==> src/rtl/rst_seq_pkg.sv <==
package rst_seq_pkg;
  typedef enum logic [1:0] {
    ST_RUN  = 2'd0,
    ST_HOLD = 2'd1,
    ST_PWRT = 2'd2,
    ST_OST  = 2'd3
  } seq_state_t;

  typedef struct packed {
    logic to;
    logic pd;
  } stat_flags_t;
endpackage

==> src/rtl/rst_pin_filter.sv <==
module rst_pin_filter #(
  parameter int FILT_LEN = 4
) (
  input  logic clk,
  input  logic rst,
  input  logic tick,
  input  logic pin_n,
  output logic active
);
  localparam int CW = $clog2(FILT_LEN + 1);
  localparam logic [CW-1:0] FULL = CW'(FILT_LEN);

  logic [CW-1:0] low_cnt;

  // Any high sample restarts the run of consecutive low ticks.
  always_ff @(posedge clk) begin
    if (rst || pin_n) begin
      low_cnt <= '0;
    end else if (tick && low_cnt != FULL) begin
      low_cnt <= low_cnt + 1'b1;
    end
  end

  assign active = (low_cnt == FULL);
endmodule

==> src/rtl/rst_stage_timer.sv <==
module rst_stage_timer #(
  parameter int BITS = 11
) (
  input  logic clk,
  input  logic rst,
  input  logic clear,
  input  logic run,
  input  logic tick,
  output logic done
);
  localparam logic [BITS-1:0] LAST = {BITS{1'b1}};

  logic [BITS-1:0] cnt;

  always_ff @(posedge clk) begin
    if (rst || clear) begin
      cnt <= '0;
    end else if (run && tick) begin
      cnt <= cnt + 1'b1;
    end
  end

  // Done on the tick that completes 2^BITS counted ticks.
  assign done = run && tick && (cnt == LAST);
endmodule

==> src/rtl/rst_status_flags.sv <==
module rst_status_flags
  import rst_seq_pkg::*;
(
  input  logic clk,
  input  logic rst,
  input  logic por_evt,
  input  logic bor_evt,
  input  logic wdt_evt,
  input  logic pin_evt,
  input  logic sleeping,
  input  logic clr_wdt,
  input  logic sleep_enter,
  output logic flag_to,
  output logic flag_pd
);
  stat_flags_t cur, nxt;

  always_comb begin
    nxt = cur;
    if (por_evt || bor_evt) begin
      nxt = '{to: 1'b1, pd: 1'b1};
    end else if (wdt_evt) begin
      nxt = '{to: 1'b0, pd: !sleeping};
    end else if (pin_evt) begin
      if (sleeping) nxt = '{to: 1'b1, pd: 1'b0};
    end else if (clr_wdt) begin
      nxt = '{to: 1'b1, pd: 1'b1};
    end else if (sleep_enter) begin
      nxt = '{to: 1'b1, pd: 1'b0};
    end
  end

  always_ff @(posedge clk) begin
    if (rst) cur <= '{to: 1'b1, pd: 1'b1};
    else     cur <= nxt;
  end

  assign flag_to = cur.to;
  assign flag_pd = cur.pd;
endmodule

==> src/rtl/rst_seq.sv <==
module rst_seq
  import rst_seq_pkg::*;
#(
  parameter int FILT_LEN  = 4,
  parameter int PWRT_BITS = 11,
  parameter int OST_BITS  = 10,
  parameter bit PWRT_EN   = 1'b1,
  parameter bit OST_EN    = 1'b1
) (
  input  logic clk,
  input  logic rst,
  input  logic lf_tick,
  input  logic osc_tick,
  input  logic por_pulse,
  input  logic ext_rst_n,
  input  logic wdt_timeout,
  input  logic bor_detect,
  input  logic bor_cfg_en,
  input  logic bor_sw_en,
  input  logic sleeping,
  input  logic clr_wdt,
  input  logic sleep_enter,
  output logic chip_reset,
  output logic flag_to,
  output logic flag_pd
);
  seq_state_t state;
  logic       hold_latch;
  logic       pin_active, pin_q, pin_evt;
  logic       bor_hit, wdt_run, src_any;
  logic       pwrt_done, ost_done;

  rst_pin_filter #(.FILT_LEN(FILT_LEN)) u_filt (
    .clk(clk), .rst(rst), .tick(lf_tick), .pin_n(ext_rst_n), .active(pin_active)
  );

  always_ff @(posedge clk) begin
    if (rst) pin_q <= 1'b0;
    else     pin_q <= pin_active;
  end

  assign pin_evt = pin_active && !pin_q;
  assign bor_hit = bor_detect && (bor_cfg_en || bor_sw_en);
  assign wdt_run = wdt_timeout && !sleeping;
  assign src_any = por_pulse || bor_hit || wdt_run || pin_active;

  generate
    if (PWRT_EN) begin : g_pwrt
      rst_stage_timer #(.BITS(PWRT_BITS)) u_pwrt (
        .clk(clk), .rst(rst), .clear(src_any || state != ST_PWRT),
        .run(state == ST_PWRT), .tick(lf_tick), .done(pwrt_done)
      );
    end else begin : g_no_pwrt
      assign pwrt_done = 1'b0;
    end
    if (OST_EN) begin : g_ost
      rst_stage_timer #(.BITS(OST_BITS)) u_ost (
        .clk(clk), .rst(rst), .clear(src_any || state != ST_OST),
        .run(state == ST_OST), .tick(osc_tick), .done(ost_done)
      );
    end else begin : g_no_ost
      assign ost_done = 1'b0;
    end
  endgenerate

  // Set/clear latch: any cause sets it, end of the delay chain clears it.
  always_ff @(posedge clk) begin
    if (rst) begin
      state      <= ST_RUN;
      hold_latch <= 1'b0;
    end else if (src_any) begin
      state      <= ST_HOLD;
      hold_latch <= 1'b1;
    end else begin
      case (state)
        ST_HOLD: begin
          if (PWRT_EN) begin
            state <= ST_PWRT;
          end else if (OST_EN) begin
            state <= ST_OST;
          end else begin
            state      <= ST_RUN;
            hold_latch <= 1'b0;
          end
        end
        ST_PWRT: begin
          if (pwrt_done) begin
            if (OST_EN) begin
              state <= ST_OST;
            end else begin
              state      <= ST_RUN;
              hold_latch <= 1'b0;
            end
          end
        end
        ST_OST: begin
          if (ost_done) begin
            state      <= ST_RUN;
            hold_latch <= 1'b0;
          end
        end
        default: state <= ST_RUN;
      endcase
    end
  end

  assign chip_reset = hold_latch;

  rst_status_flags u_flags (
    .clk(clk), .rst(rst), .por_evt(por_pulse), .bor_evt(bor_hit),
    .wdt_evt(wdt_timeout), .pin_evt(pin_evt), .sleeping(sleeping),
    .clr_wdt(clr_wdt), .sleep_enter(sleep_enter),
    .flag_to(flag_to), .flag_pd(flag_pd)
  );
endmodule

==> config.mk <==
export PLATFORM = sky130hd
export DESIGN_NAME = rst_seq
export DESIGN_NICKNAME = d
export VERILOG_FILES = /design/src/rtl/rst_seq_pkg.sv /design/src/rtl/rst_pin_filter.sv /design/src/rtl/rst_stage_timer.sv /design/src/rtl/rst_status_flags.sv /design/src/rtl/rst_seq.sv
export SDC_FILE = /design/constraint.sdc
export NUM_CORES = 1
export LEC_CHECK = 0
export BUFFER_PORTS_ARGS = -buffer_cell sky130_fd_sc_hd__buf_2
export CORE_ASPECT_RATIO = 0.9
export CORE_MARGIN = 10
export CORE_UTILIZATION = 40
export CTS_BUF_LIST = sky130_fd_sc_hd__clkbuf_2
export DETAILED_ROUTE_END_ITERATION = 10
export GPL_ROUTABILITY_DRIVEN = 1
export SLEW_MARGIN = 30
export SYNTH_ARGS = -nofsm -noshare
export SYNTH_HDL_FRONTEND = slang
export SYNTH_SLANG_ARGS = --single-unit
==> constraint.sdc <==
create_clock -name clk -period 1.76 [get_ports clk]
set_input_delay 0.176 -clock clk [delete_from_list [all_inputs] [get_ports clk]]
set_output_delay 0.176 -clock clk [all_outputs]
set_load 0.02 [all_outputs]
Word-level counts from Yosys, hierarchy flattened
Index checks and enable logic that the tools add are counted.
{ "totals": {"output_inout_bits": 3, "wordCells": 66, "input_bits": 13, "regBits": 30} }
{ "op_classes": {"add_sub_neg": 3, "muxes": 12, "n_reduce_logical": 28, "n_eq_ne": 14} }
{ "ops": {"columns": ["operator", "count"], "rows": [
  ["$mux W2", 7],
  ["$ne A3 B3 Y1 const B", 4],
  ["$add A11 B1 Y11 const B", 1],
  ["$eq A11 B11 Y1 const B", 1],
  ["$add A10 B1 Y10 const B", 1],
  ["$eq A10 B10 Y1 const B", 1],
  ["$logic_or A1 B1 Y1", 9],
  ["$logic_and A1 B1 Y1", 8],
  ["$ne A2 B2 Y1 const B", 4],
  ["$reduce_and A2 Y1", 4],
  ["$pmux W2 S3", 1],
  ["$eq A2 B2 Y1 const B", 2],
  ["$mux W1", 4],
  ["$reduce_bool A2 Y1", 2],
  ["$reduce_bool A4 Y1", 1],
  ["$reduce_or A2 Y1", 2],
  ["$add A3 B1 Y3 const B", 1],
  ["$eq A3 B3 Y1 const B", 1],
  ["$eq A2 B1 Y1 const B", 1],
  ["$logic_not A1 Y1", 2]
]} }

Longest topological paths before layout
Gate-level depths: netlist (run 1).
{ "depth": {"word_depth": 7, "ltp_mapped": 7, "ltp_nobuf": 6} }

Modules after synthesis
From an unflattened synthesis (run 1), not the netlist that was laid out.
{ "unflattened": {"hier_cells": 167, "area_unflattened_um2": 1517.7} }
{ "modules_own_cells": {"columns": ["mod", "cells_each", "area_each_um2", "instances", "seq_area_each_um2"], "rows": [
  ["rst_stage_timer at g_pwrt.u_pwrt", 61, 539.3, 1, 220.2],
  ["rst_stage_timer at g_ost.u_ost", 49, 437.9, 1, 200.2],
  ["rst_seq", 26, 240.2, 1, 80.1],
  ["rst_pin_filter", 18, 187.7, 1, 60.1],
  ["rst_status_flags", 13, 112.6, 1, 40.0]
]} }

Worst setup path before layout (run 1)
OpenSTA, ideal clock, no wires.
{ "synth_path": {"path_type": "register -> register", "start": "register state[1]", "end": "register g_ost.u_ost.cnt[7]", "stages_incl_launch_ff": 6, "setup_slack_ns": 0.213, "setup_time_ns": 0.117, "arrival_time_ns": 1.430, "required_time_ns": 1.643, "path_buffers": 0, "period_less_slack_ns": 1.547, "cell_sequence": "dfxtp_1 ha_1 nand2_2 or4_4 xor2_1 nor2_2"} }
{ "synth_via": {"elab_chain_cells": 3, "word_cells_on_any_way": 5, "classes_between": "2 x eq/ne; 3 x reduce/logical"} }
{ "synth_lines": {"columns": ["element", "line", "rtl"], "rows": [
  ["start: declaration", "rst_seq.sv:27", "seq_state_t state;"],
  ["start signal: assignment", "rst_seq.sv:69", "state <= ST_RUN;"],
  ["start signal: assignment", "rst_seq.sv:72", "state <= ST_HOLD;"],
  ["start signal: assignment", "rst_seq.sv:78", "state <= ST_PWRT;"],
  ["$ne A2 B2 Y1", "rst_seq.sv:58", ".clk(clk), .rst(rst), .clear(src_any || state != ST_OST),"],
  ["$logic_or A1 B1 Y1", "rst_seq.sv:58", null],
  ["$logic_or A1 B1 Y1", "rst_stage_timer.sv:16", "if (rst || clear) begin"],
  ["end signal: assignment", "rst_stage_timer.sv:19", "cnt <= cnt + 1'b1;"],
  ["end: declaration", "rst_stage_timer.sv:13", "logic [BITS-1:0] cnt;"]
]} }
Several ways; a longest one is shown, not always the timed one.
A chain may end at the register's enable or synchronous reset.

Worst setup path after layout (run 1)
Ends and elaborated chain as after synthesis.

==> impl_metrics.env, run 1 <==
export IMPL_critPathBufInv=0
export IMPL_cts_root_buf="clkbuf_2"
export IMPL_crit_start="state[1]"
export IMPL_critical_path_class="register to register"
export IMPL_worst_slew_pin_slew_ns=0.3631
export IMPL_worstPathArrival_ns=1.90
export IMPL_rows=20
export IMPL_power_mw=1.076
export IMPL_dp_hpwl_mm=2.039
export IMPL_hold_violations=0
export IMPL_start_util_pct=41.62
export IMPL_p_leak_nw=0.5827
export IMPL_postCtsSetupRepairBufs=0
export IMPL_final_nets=201
export IMPL_synth_seq_area_share_pct=42.40
export IMPL_path_cells="ha_1, nand2_2, or4_4, xor2_1, nor2_2"
export IMPL_num_vias=1136
export IMPL_cts_tree="yes"
export IMPL_grt_ovfl_total=0
export IMPL_switching_power_mw=0.2699
export IMPL_hold_ws_ns=0.05442
export IMPL_ios=16
export IMPL_grt_pass1_vias=1147
export IMPL_grt_antenna_before_repair=0
export IMPL_gp_congestion=0.7977
export IMPL_cts_sinks=30
export IMPL_die_h_um=76.45
export IMPL_die_area_um2=6324
export IMPL_fin_setup_tns_ns=0
export IMPL_power_frac_comb_pct=7.0
export IMPL_core_area_um2=3403
export IMPL_power_frac_seq_pct=64.3
export IMPL_grt_usage_pct=9.341
export IMPL_ys_ff_latch=30
export IMPL_route_detailed_drc=0
export IMPL_clk_path_buf_depth=2
export IMPL_switching_share_pct=25.08
export IMPL_cp_max_fo=6
export IMPL_synth_fp_nets=178
export IMPL_dp_slack_ns=0.1368
export IMPL_synth_cell_types=36
export IMPL_min_from="wdt_timeout"
export IMPL_diodes=0
export IMPL_antenna_left=0
export IMPL_avgSynthCellArea_um2=8.964
export IMPL_setup_viol=0
export IMPL_post_drt_via_cell_ratio=5.027
export IMPL_slowest_delay_ns=0.52
export IMPL_slew_violations=0
export IMPL_first_pass_iters=4
export IMPL_irDropWorstVdd_mv=0.4032
export IMPL_skew_ns=0.008633
export IMPL_cp_end_kind="register"
export IMPL_routed_wl_mm=2.716
export IMPL_p_int_mw=0.8065
export IMPL_instances_no_fill=226
export IMPL_numCtsBuffers=5
export IMPL_grt_pass1_wl_mm=4.802
export IMPL_wl_per_cell_um=12.02
export IMPL_grt_setup_unrepaired="no"
export IMPL_timing_final_crit_share_pct=93.14
export IMPL_fmax_ghz=0.6100
export IMPL_setup_slack_ns=0.1207
export IMPL_layout_drive_gt1_share_pct=18.68
export IMPL_dp_cells=217
export IMPL_yosysWarnings=0
export IMPL_period_needed_ns=1.639
export IMPL_crit_path_start_kind="register"
export IMPL_cts_max_level=2
export IMPL_area_growth_pct=13.78
export IMPL_grt_max_degree=12
export IMPL_slew_headroom_pct=75.17
export IMPL_io_buffers=15
export IMPL_crit_family="simple AND/OR/NAND/NOR gates"
export IMPL_worstReg2RegStart="state[1]"
export IMPL_hp_class="input pin to register"
export IMPL_netlist_instances=158
export IMPL_powerDensity_nw_per_um2=667.9
export IMPL_drt_initial_drc_count=50
export IMPL_power_share_clock_pct=28.7
export IMPL_status="complete, no violations"
export IMPL_clkTransAtPathRegs_ns=0.14
export IMPL_die_w_um=82.73
export IMPL_required_ns=2.02
export IMPL_clk_latency_ns=0.35
export IMPL_netlist_area_um2=1416
export IMPL_crit_slowest_cell="or4_4"
export IMPL_maxCapViolations=0
timing repair:
item,in CTS,in global routing
setup endpoints to repair,0,13
resized for setup,0,4
endpoints found under the hold margin,3,0
hold buffers,1,0
area by class of cell:
| cell class | count | area (um^2) |
|---|---|---|
| Timing Repair Buffer | 18 | 100.1 |
| Multi-Input combinational cell | 120 | 795.8 |
| Clock buffer | 5 | 25.02 |
| Inverter | 6 | 22.52 |
| Clock inverter | 3 | 11.26 |
| Fill cell | 345 | 1792 |
| Tap cell | 44 | 55.05 |
| Sequential cell | 30 | 601.8 |
cells by family after synthesis:
| family | Yosys count | synth area share (%) |
|---|---|---|
| xor+xnor | 20 | 12.37 |
| flops | 30 | 42.40 |
| simple gates | 79 | 29.86 |
| mux | 2 | 1.413 |
| fa+ha+maj | 7 | 6.183 |
| compound gates | 12 | 5.566 |
| buf+inv | 8 | 2.208 |
power by group through the flow:
stage          Combinational, mW  Clock, mW  Sequential, mW
6_report                  0.0752      0.309           0.693
3_5_place_dp              0.0727          0           0.707
2_1_floorplan             0.0375          0           0.710
5_1_grt                   0.0859      0.364           0.694
3_3_place_gp              0.0709          0           0.706
4_1_cts                   0.0749      0.321           0.692
cells in the mapped netlist:
cell type | instances | area, um^2
o21ba_2 | 1 | 10.01
nor2_1 | 25 | 93.84
clkbuf_1 | 1 | 3.750
nand2b_1 | 1 | 6.260
o21ai_0 | 3 | 15.01
and3_1 | 1 | 6.260
dfxtp_1 | 30 | 600.6
xor2_1 | 14 | 122.6
and3b_1 | 1 | 8.760
ha_1 | 7 | 87.58
nand4b_1 | 1 | 8.760
nand2_1 | 13 | 48.80
o31ai_1 | 1 | 7.510
nand3_1 | 6 | 30.03
nor3b_2 | 1 | 12.51
nor3_1 | 8 | 40.04
a211oi_1 | 1 | 7.510
nand3_2 | 1 | 10.01
nor2_2 | 1 | 6.260
a21oi_1 | 4 | 20.02
nand2_2 | 1 | 6.260
or3_1 | 1 | 6.260
inv_1 | 6 | 22.52
a41o_1 | 1 | 10.01
nand4_1 | 7 | 43.79
mux2i_1 | 2 | 20.02
xnor2_1 | 6 | 52.55
and4_2 | 1 | 10.01
and4_1 | 3 | 26.28
a2111oi_0 | 1 | 8.760
nand4_2 | 1 | 12.51
or4_4 | 1 | 11.26
and2_1 | 3 | 18.77
buf_2 | 1 | 5.000
and4b_1 | 1 | 10.01
nor4_1 | 1 | 6.260
per-layer routing:
layer	wire (um)	vias up	track usage [%]
met5	0	-	0
met4	53	0	3.512
met3	122	6	4.363
met2	1291	23	14.04
met1	1249	517	11.13
li1	-	590	-
final timing paths:
check	to	slack, ns	cells past startpoint
setup / recovery	g_ost.u_ost.cnt[7]	0.12	5
hold / removal	u_flags.flag_to	0.05	2
setup reg to reg	g_ost.u_ost.cnt[7]	0.12	5
hold reg to reg	chip_reset	0.51	2
flip-flops by register name, indices dropped and copies added, names as in the netlist:
signal             count
u_flags.flag_to        1
state                  2
pin_q                  1
u_flags.flag_pd        1
g_pwrt.u_pwrt.cnt     11
u_filt.low_cnt         3
g_ost.u_ost.cnt       10
chip_reset             1
cell usage in the layout (no fill, tap or decap), types with 3 or more instances in the layout:
| cell type | instances |
|---|---|
| nand4_1 | 7 |
| xnor2_1 | 6 |
| clkbuf_2 | 5 |
| xor2_1 | 14 |
| nand3_1 | 5 |
| dfxtp_1 | 29 |
| a21oi_1 | 4 |
| nor3_1 | 8 |
| inv_1 | 6 |
| clkinv_1 | 3 |
| o21ai_0 | 3 |
| ha_1 | 7 |
| and2_1 | 3 |
| nand2_1 | 13 |
| buf_2 | 15 |
| nor2_1 | 25 |
per-stage QoR:
stage / utilization (%) / cell area (um^2)
after floorplan: - / 1416
after global placement: 45.63 / 1553
after detailed placement: 45.63 / 1553
after CTS: 46.99 / 1599
after global routing: 47.35 / 1612
final: 47.35 / 1612
Power figures use the tool's default switching activity.
==> run 2, diff against run 1 <==
MAX_ROUTING_LAYER = met4   (was not set)
==> run 2 against run 1 <==
- combinational power hardly changed
- clock-buffer cell count did not move
- clock power barely moved
- global-route usage increased by 0.24 points
- critical endpoint unchanged
- routed wire length about the same
- critical path depth unchanged
- fmax is essentially flat
- final area did not move
- first-iteration DRC count grew 12%
- die area did not move
- register-to-register slack about the same
- sequential cell count is the same
==> impl_metrics.env, run 2 (same netlist as run 1, synthesis figures left out) <==
export IMPL_r2r_setup_slack_ns=0.12
export IMPL_skew_ns=0.008633
export IMPL_layout_drive_gt1_share_pct=18.68
export IMPL_grt_usage_pct=9.585
export IMPL_cts_max_level=2
export IMPL_start_util_pct=41.62
export IMPL_dp_hpwl_mm=2.039
export IMPL_die_h_um=76.45
export IMPL_seq_area_um2=601.8
export IMPL_clkTransAtPathRegs_ns=0.14
export IMPL_layout_common_cells="29 x dfxtp_1, 25 x nor2_1, 15 x buf_2"
export IMPL_diodes=0
export IMPL_slew_headroom_pct=75.17
export IMPL_grt_setup_unrepaired="no"
export IMPL_slew_violations=0
export IMPL_setup_viol=0
export IMPL_antenna_left=0
export IMPL_grt_ovfl_total=0
export IMPL_status="complete, no violations"
export IMPL_top_register="g_pwrt.u_pwrt.cnt"
export IMPL_nFillCells=345
export IMPL_worst_slew_pin_slew_ns=0.3631
export IMPL_wl_per_cell_um=12.03
export IMPL_r2r_end="g_ost.u_ost.cnt[7]"
export IMPL_hold_path_depth=2
export IMPL_core_area_um2=3403
export IMPL_numCtsBuffers=5
export IMPL_critPathCapture="g_ost.u_ost.cnt[7]"
export IMPL_cts_tree="yes"
export IMPL_largest_reg_flops=11
export IMPL_largestRegisters="g_pwrt.u_pwrt.cnt: 11 flops, g_ost.u_ost.cnt: 10 flops, u_filt.low_cnt: 3 flops"
export IMPL_fmax_ghz=0.6099
export IMPL_period_needed_ns=1.640
export IMPL_num_vias=1135
export IMPL_fin_setup_tns_ns=0
export IMPL_grt_max_degree=12
export IMPL_die_w_um=82.73
export IMPL_timing_final_crit_share_pct=93.16
export IMPL_powerDensity_nw_per_um2=667.9
export IMPL_crit_path_start_kind="register"
export IMPL_die_area_um2=6324
export IMPL_cts_root_buf="clkbuf_2"
export IMPL_cp_max_fo=6
export IMPL_multi_input_area_um2=795.8
export IMPL_routed_wl_mm=2.718
export IMPL_grt_antenna_before_repair=0
export IMPL_cp_end_kind="register"
export IMPL_ios=16
export IMPL_first_pass_iters=4
export IMPL_critical_path_class="register to register"
export IMPL_final_nets=201
export IMPL_worstPathArrival_ns=1.90
export IMPL_io_buffers=15
export IMPL_clk_latency_ns=0.35
export IMPL_rows=20
export IMPL_worstReg2RegStart="state[1]"
export IMPL_grt_pass1_vias=1147
export IMPL_clk_path_buf_depth=2
export IMPL_area_growth_pct=13.78
export IMPL_post_drt_via_cell_ratio=5.022
export IMPL_reg2regPathDepth=5
export IMPL_gp_congestion=0.8090
export IMPL_required_ns=2.02
export IMPL_final_common_cell="dfxtp_1"
export IMPL_hold_violations=0
export IMPL_hp_class="input pin to register"
export IMPL_grt_pass1_wl_mm=4.802
export IMPL_maxCapViolations=0
export IMPL_p_leak_nw=0.5827
export IMPL_crit_start="state[1]"
export IMPL_power_mw=1.076
export IMPL_irDropWorstVdd_mv=0.4032
export IMPL_cts_sinks=30
export IMPL_drt_initial_drc_count=56
export IMPL_route_detailed_drc=0
==> run 2: worst min-delay path by stage <==
stage | from | slack, ns | to
after floorplan | rst | 0.25 | chip_reset
after global placement | ext_rst_n | 0.37 | u_filt.low_cnt[1]
after detailed placement | ext_rst_n | 0.38 | u_filt.low_cnt[0]
after CTS | wdt_timeout | 0.04 | u_flags.flag_to
after global routing | clr_wdt | 0.03 | u_flags.flag_pd
final | wdt_timeout | 0.05 | u_flags.flag_to
==> run 2: report_power, final <==
part	switching, mW	internal, mW	total (mW)
logic	0.0410	0.0342	0.0752
clock network	0.224	0.0847	0.309
registers	0.00507	0.688	0.693
total	0.270	0.806	1.08
==> run 2: final cells by class <==
class | count | area share, %
Sequential cell | 30 | 37.34
Multi-Input combinational cell | 120 | 49.38
Tap cell | 44 | 3.416
Clock inverter | 3 | 0.6988
Clock buffer | 5 | 1.553
Timing Repair Buffer | 18 | 6.211
Inverter | 6 | 1.398
==> run 2: repair_timing <==
item                                    in CTS  in global routing
endpoints found under the setup margin       0                 13
resized for setup                            0                  4
buffers inserted                             0                  0
endpoints found under the hold margin        3                  0
hold buffers                                 1                  0
==> run 2: routing by layer <==
layer,track usage (%),share of wire [%]
met1,11.27,47
met4,3.512,1.9
met5,-,0
met2,14.04,47
met3,4.127,4.0
==> run 2: worst max-delay path, stage by stage, from the launching register on <==
cell	delay, ns
dfxtp_1	0.42
ha_1	0.29
nand2_2	0.11
or4_4	0.52
xor2_1	0.18
nor2_2	0.04
==> run 2: through the flow <==
| step | std cells | cell area (um^2) | setup WS [ns] | util (%) | hold slack [ns] |
|---|---|---|---|---|---|
| 2_1_floorplan | 158 | 1416 | 0.2128 | - | 0.2484 |
| 3_3_place_gp | 217 | 1553 | 0.1787 | 45.63 | 0.3739 |
| 3_5_place_dp | 217 | 1553 | 0.1368 | 45.63 | 0.3783 |
| 4_1_cts | 226 | 1599 | 0.08287 | 46.99 | 0.04196 |
| 5_1_grt | 226 | 1612 | 0.02378 | 47.35 | 0.02801 |
| 6_report | 226 | 1612 | 0.1204 | 47.35 | 0.05442 |
==> run 3, diff against run 2 <==
SETUP_SLACK_MARGIN = 0.02   (was not set)
SYNTH_HIERARCHICAL = 1   (was not set)
==> run 3 against run 2 <==
- the run now ends with negative setup slack left
- final area up 22%
- global-route usage up 0.39 points
- power grew 4.8%
- first-iteration DRC count is 14% higher
- routed wire length up 25%
- die area grew 5.3%
- combinational power increased by 36%
- sequential share of layout area fell by 6.7 points
- setup slack got worse by 0.14 ns
- synthesized area rose by 7.2%
- register-to-register slack got worse by 0.14 ns
- critical path type unchanged
==> impl_metrics.env, run 3 <==
export IMPL_status="finished, violations left"
export IMPL_violations="negative setup slack"
export IMPL_final_common_cell="dfxtp_1"
export IMPL_start_util_pct=41.26
export IMPL_r2r_setup_slack_ns=-0.02
export IMPL_avgSynthCellArea_um2=9.088
export IMPL_r2r_end="g_pwrt.u_pwrt/cnt[7]"
export IMPL_clk_path_buf_depth=2
export IMPL_ios=16
export IMPL_antenna_left=0
export IMPL_layout_common_cells="26 x dfxtp_1, 17 x buf_4, 15 x buf_2"
export IMPL_worstPathArrival_ns=2.03
export IMPL_dp_slack_ns=-0.03332
export IMPL_hold_ws_ns=0.03063
export IMPL_slew_headroom_pct=79.26
export IMPL_die_h_um=78.44
export IMPL_fin_util_pct=53.64
export IMPL_cts_max_level=2
export IMPL_irDropWorstVdd_mv=0.3328
export IMPL_reg2regPathDepth=7
export IMPL_dp_hpwl_mm=2.405
export IMPL_num_vias=1349
export IMPL_multi_input_area_um2=1012
export IMPL_layout_drive_gt1_share_pct=41.55
export IMPL_die_area_um2=6661
export IMPL_final_area_um2=1973
export IMPL_nFillCells=338
export IMPL_p_leak_nw=0.6918
export IMPL_cts_sinks=30
export IMPL_routed_wl_mm=3.391
export IMPL_grt_usage_pct=9.976
export IMPL_power_mw=1.128
export IMPL_worstReg2RegStart="u_filt/low_cnt[0]"
export IMPL_clk_latency_ns=0.36
export IMPL_powerDensity_nw_per_um2=571.7
export IMPL_min_from="ext_rst_n"
export IMPL_cts_root_buf="clkbuf_2"
export IMPL_synth_top_cell_area_share_pct=39.57
export IMPL_instances_no_fill=253
export IMPL_yosysWarnings=6
export IMPL_synth_common_cells="30 x dfxtp_1, 15 x nand2_1, 12 x a21oi_1, 12 x nor2_1"
export IMPL_route_detailed_drc=0
export IMPL_hp_class="input pin to register"
export IMPL_grt_antenna_before_repair=0
export IMPL_fin_setup_tns_ns=-0.01737
export IMPL_synth_edf_count=0
export IMPL_synth_fp_nets=186
export IMPL_netlist_instances=167
export IMPL_ys_ff_latch=30
export IMPL_first_pass_iters=4
export IMPL_setup_slack_ns=-0.01737
export IMPL_crit_path_start_kind="register"
export IMPL_cp_max_fo=5
export IMPL_required_ns=2.01
export IMPL_die_w_um=84.93
export IMPL_rows=21
export IMPL_period_needed_ns=1.777
export IMPL_dpl_cell_area_um2=1743
export IMPL_yosysMostFrequentCell="dfxtp_1"
export IMPL_synth_async_reset_ratio_pct=0
export IMPL_synth_top_cells_by_area="dfxtp_1 40%, xor2_1 5.2%, ha_1 4.9%"
export IMPL_skew_ns=0.02089
export IMPL_timing_final_crit_share_pct=101.0
export IMPL_cts_tree="yes"
export IMPL_hold_end="u_filt/low_cnt[2]"
export IMPL_synth_seq_area_share_pct=39.57
export IMPL_final_nets=225
export IMPL_critical_path_class="register to register"
export IMPL_post_drt_via_cell_ratio=5.332
export IMPL_grt_max_degree=18
export IMPL_fmax_ghz=0.5626
export IMPL_largest_reg_flops=11
export IMPL_grt_pass1_vias=1301
export IMPL_drt_initial_drc_count=64
export IMPL_hold_buffers=0
export IMPL_cp_end_kind="register"
export IMPL_top_register="g_pwrt.u_pwrt/cnt"
export IMPL_numCtsBuffers=5
export IMPL_maxCapViolations=0
export IMPL_grt_setup_unrepaired="yes"
export IMPL_hold_violations=0
export IMPL_hold_path_depth=2
export IMPL_synth_cell_types=45
export IMPL_core_area_um2=3679
export IMPL_io_buffers=15
export IMPL_setup_viol=1
export IMPL_worst_slew_pin_slew_ns=0.3110
export IMPL_grt_pass1_wl_mm=5.506
export IMPL_area_growth_pct=30.01
export IMPL_netlist_area_um2=1518
export IMPL_yosysTopAreaCell="dfxtp_1"
export IMPL_gp_congestion=0.7650
export IMPL_wl_per_cell_um=13.40
export IMPL_dp_cells=237
export IMPL_diodes=0
export IMPL_largestRegisters="g_pwrt.u_pwrt/cnt: 11 flops, g_ost.u_ost/cnt: 10 flops, u_filt/low_cnt: 3 flops"
export IMPL_seq_area_um2=605.6
export IMPL_ys_flop_type="dfxtp_1"
export IMPL_grt_ovfl_total=0
export IMPL_clkTransAtPathRegs_ns=0.16
export IMPL_slew_violations=0
## run 3: changes by cell type after synthesis, sizes merged, moves of 4 or more
| cell | previous run | this run |
|---|---|---|
| nor2 | 26 | 12 |
| xor2 | 14 | 9 |
| nand3 | 7 | 11 |
| or3 | 1 | 7 |
| xnor2 | 6 | 1 |
| o21ai | 3 | 7 |
| nor2b | 0 | 4 |
| nor3 | 8 | 4 |
| a21oi | 4 | 12 |
## run 3: logic make-up (layout without fill, tap and decap cells)
logic type / count (synthesis) / in the layout / synth area share, %
compound gates: 31 / 31 / 14.43
xor+xnor: 10 / 10 / 5.771
fa+ha+maj: 6 / 6 / 4.946
buf+inv: 10 / 50 / 2.473
flops: 30 / 30 / 39.57
mux: 3 / 3 / 2.143
simple gates: 77 / 77 / 30.67
## run 3: how the worst max path moves through the flow
| stage | startpoint | endpoint | slack [ns] | cells after the start |
|---|---|---|---|---|
| final | u_filt/low_cnt[0] | g_pwrt.u_pwrt/cnt[7] | -0.02 | 7 |
| after global routing | u_filt/low_cnt[0] | g_pwrt.u_pwrt/cnt[7] | -0.13 | 7 |
| after CTS | u_filt/low_cnt[0] | g_pwrt.u_pwrt/cnt[7] | -0.03 | 7 |
| after detailed placement | u_filt/low_cnt[1] | g_pwrt.u_pwrt/cnt[7] | -0.03 | 7 |
| after global placement | u_filt/low_cnt[1] | g_pwrt.u_pwrt/cnt[7] | 0.04 | 7 |
| after floorplan | u_filt/low_cnt[0] | g_pwrt.u_pwrt/cnt[7] | 0.004 | 7 |
## run 3: area by class of cell
type                    count  area share (%)
clock buffers               6           1.522
clock inverters             2          0.4439
inverters                   8           1.522
multi-input cells         127           51.30
flip-flops and latches     30           30.69
well taps                  46           2.917
repair buffers             34           11.60
## run 3: report_power, final
group / switching [mW] / total (mW) / leakage (nW) / internal, mW
combinational: 0.0523 / 0.102 / 0.417 / 0.0501
sequential: 0.00392 / 0.692 / 0.244 / 0.688
clock: 0.236 / 0.334 / 0.0304 / 0.0978
total: 0.292 / 1.13 / 0.692 / 0.836
## run 3: repair_timing
action / in CTS / in global routing
buffers inserted: 2 / 5
setup endpoints to repair: 3 / 23
hold endpoints to repair: 0 / 0
gates cloned: 0 / 1
resized for setup: 6 / 33
pin swaps: 2 / 10
## run 3: per-layer routing
| metal | part of all wire [%] | vias up | global-route usage, % |
|---|---|---|---|
| li1 | - | 682 | - |
| met5 | 0 | - | - |
| met3 | 3.7 | 8 | 3.715 |
| met2 | 50 | 20 | 16.44 |
| met4 | 2.2 | 0 | 3.947 |
| met1 | 45 | 639 | 10.67 |
## run 3: worst max-delay path: stages, from the launching register on
cell and delay, ns:
dfxtp_2 0.36, inv_2 0.04, ha_4 0.15, and2_4 0.16
a2111oi_4 0.24, nand2_2 0.12, or3_1 0.33, o41ai_2 0.29
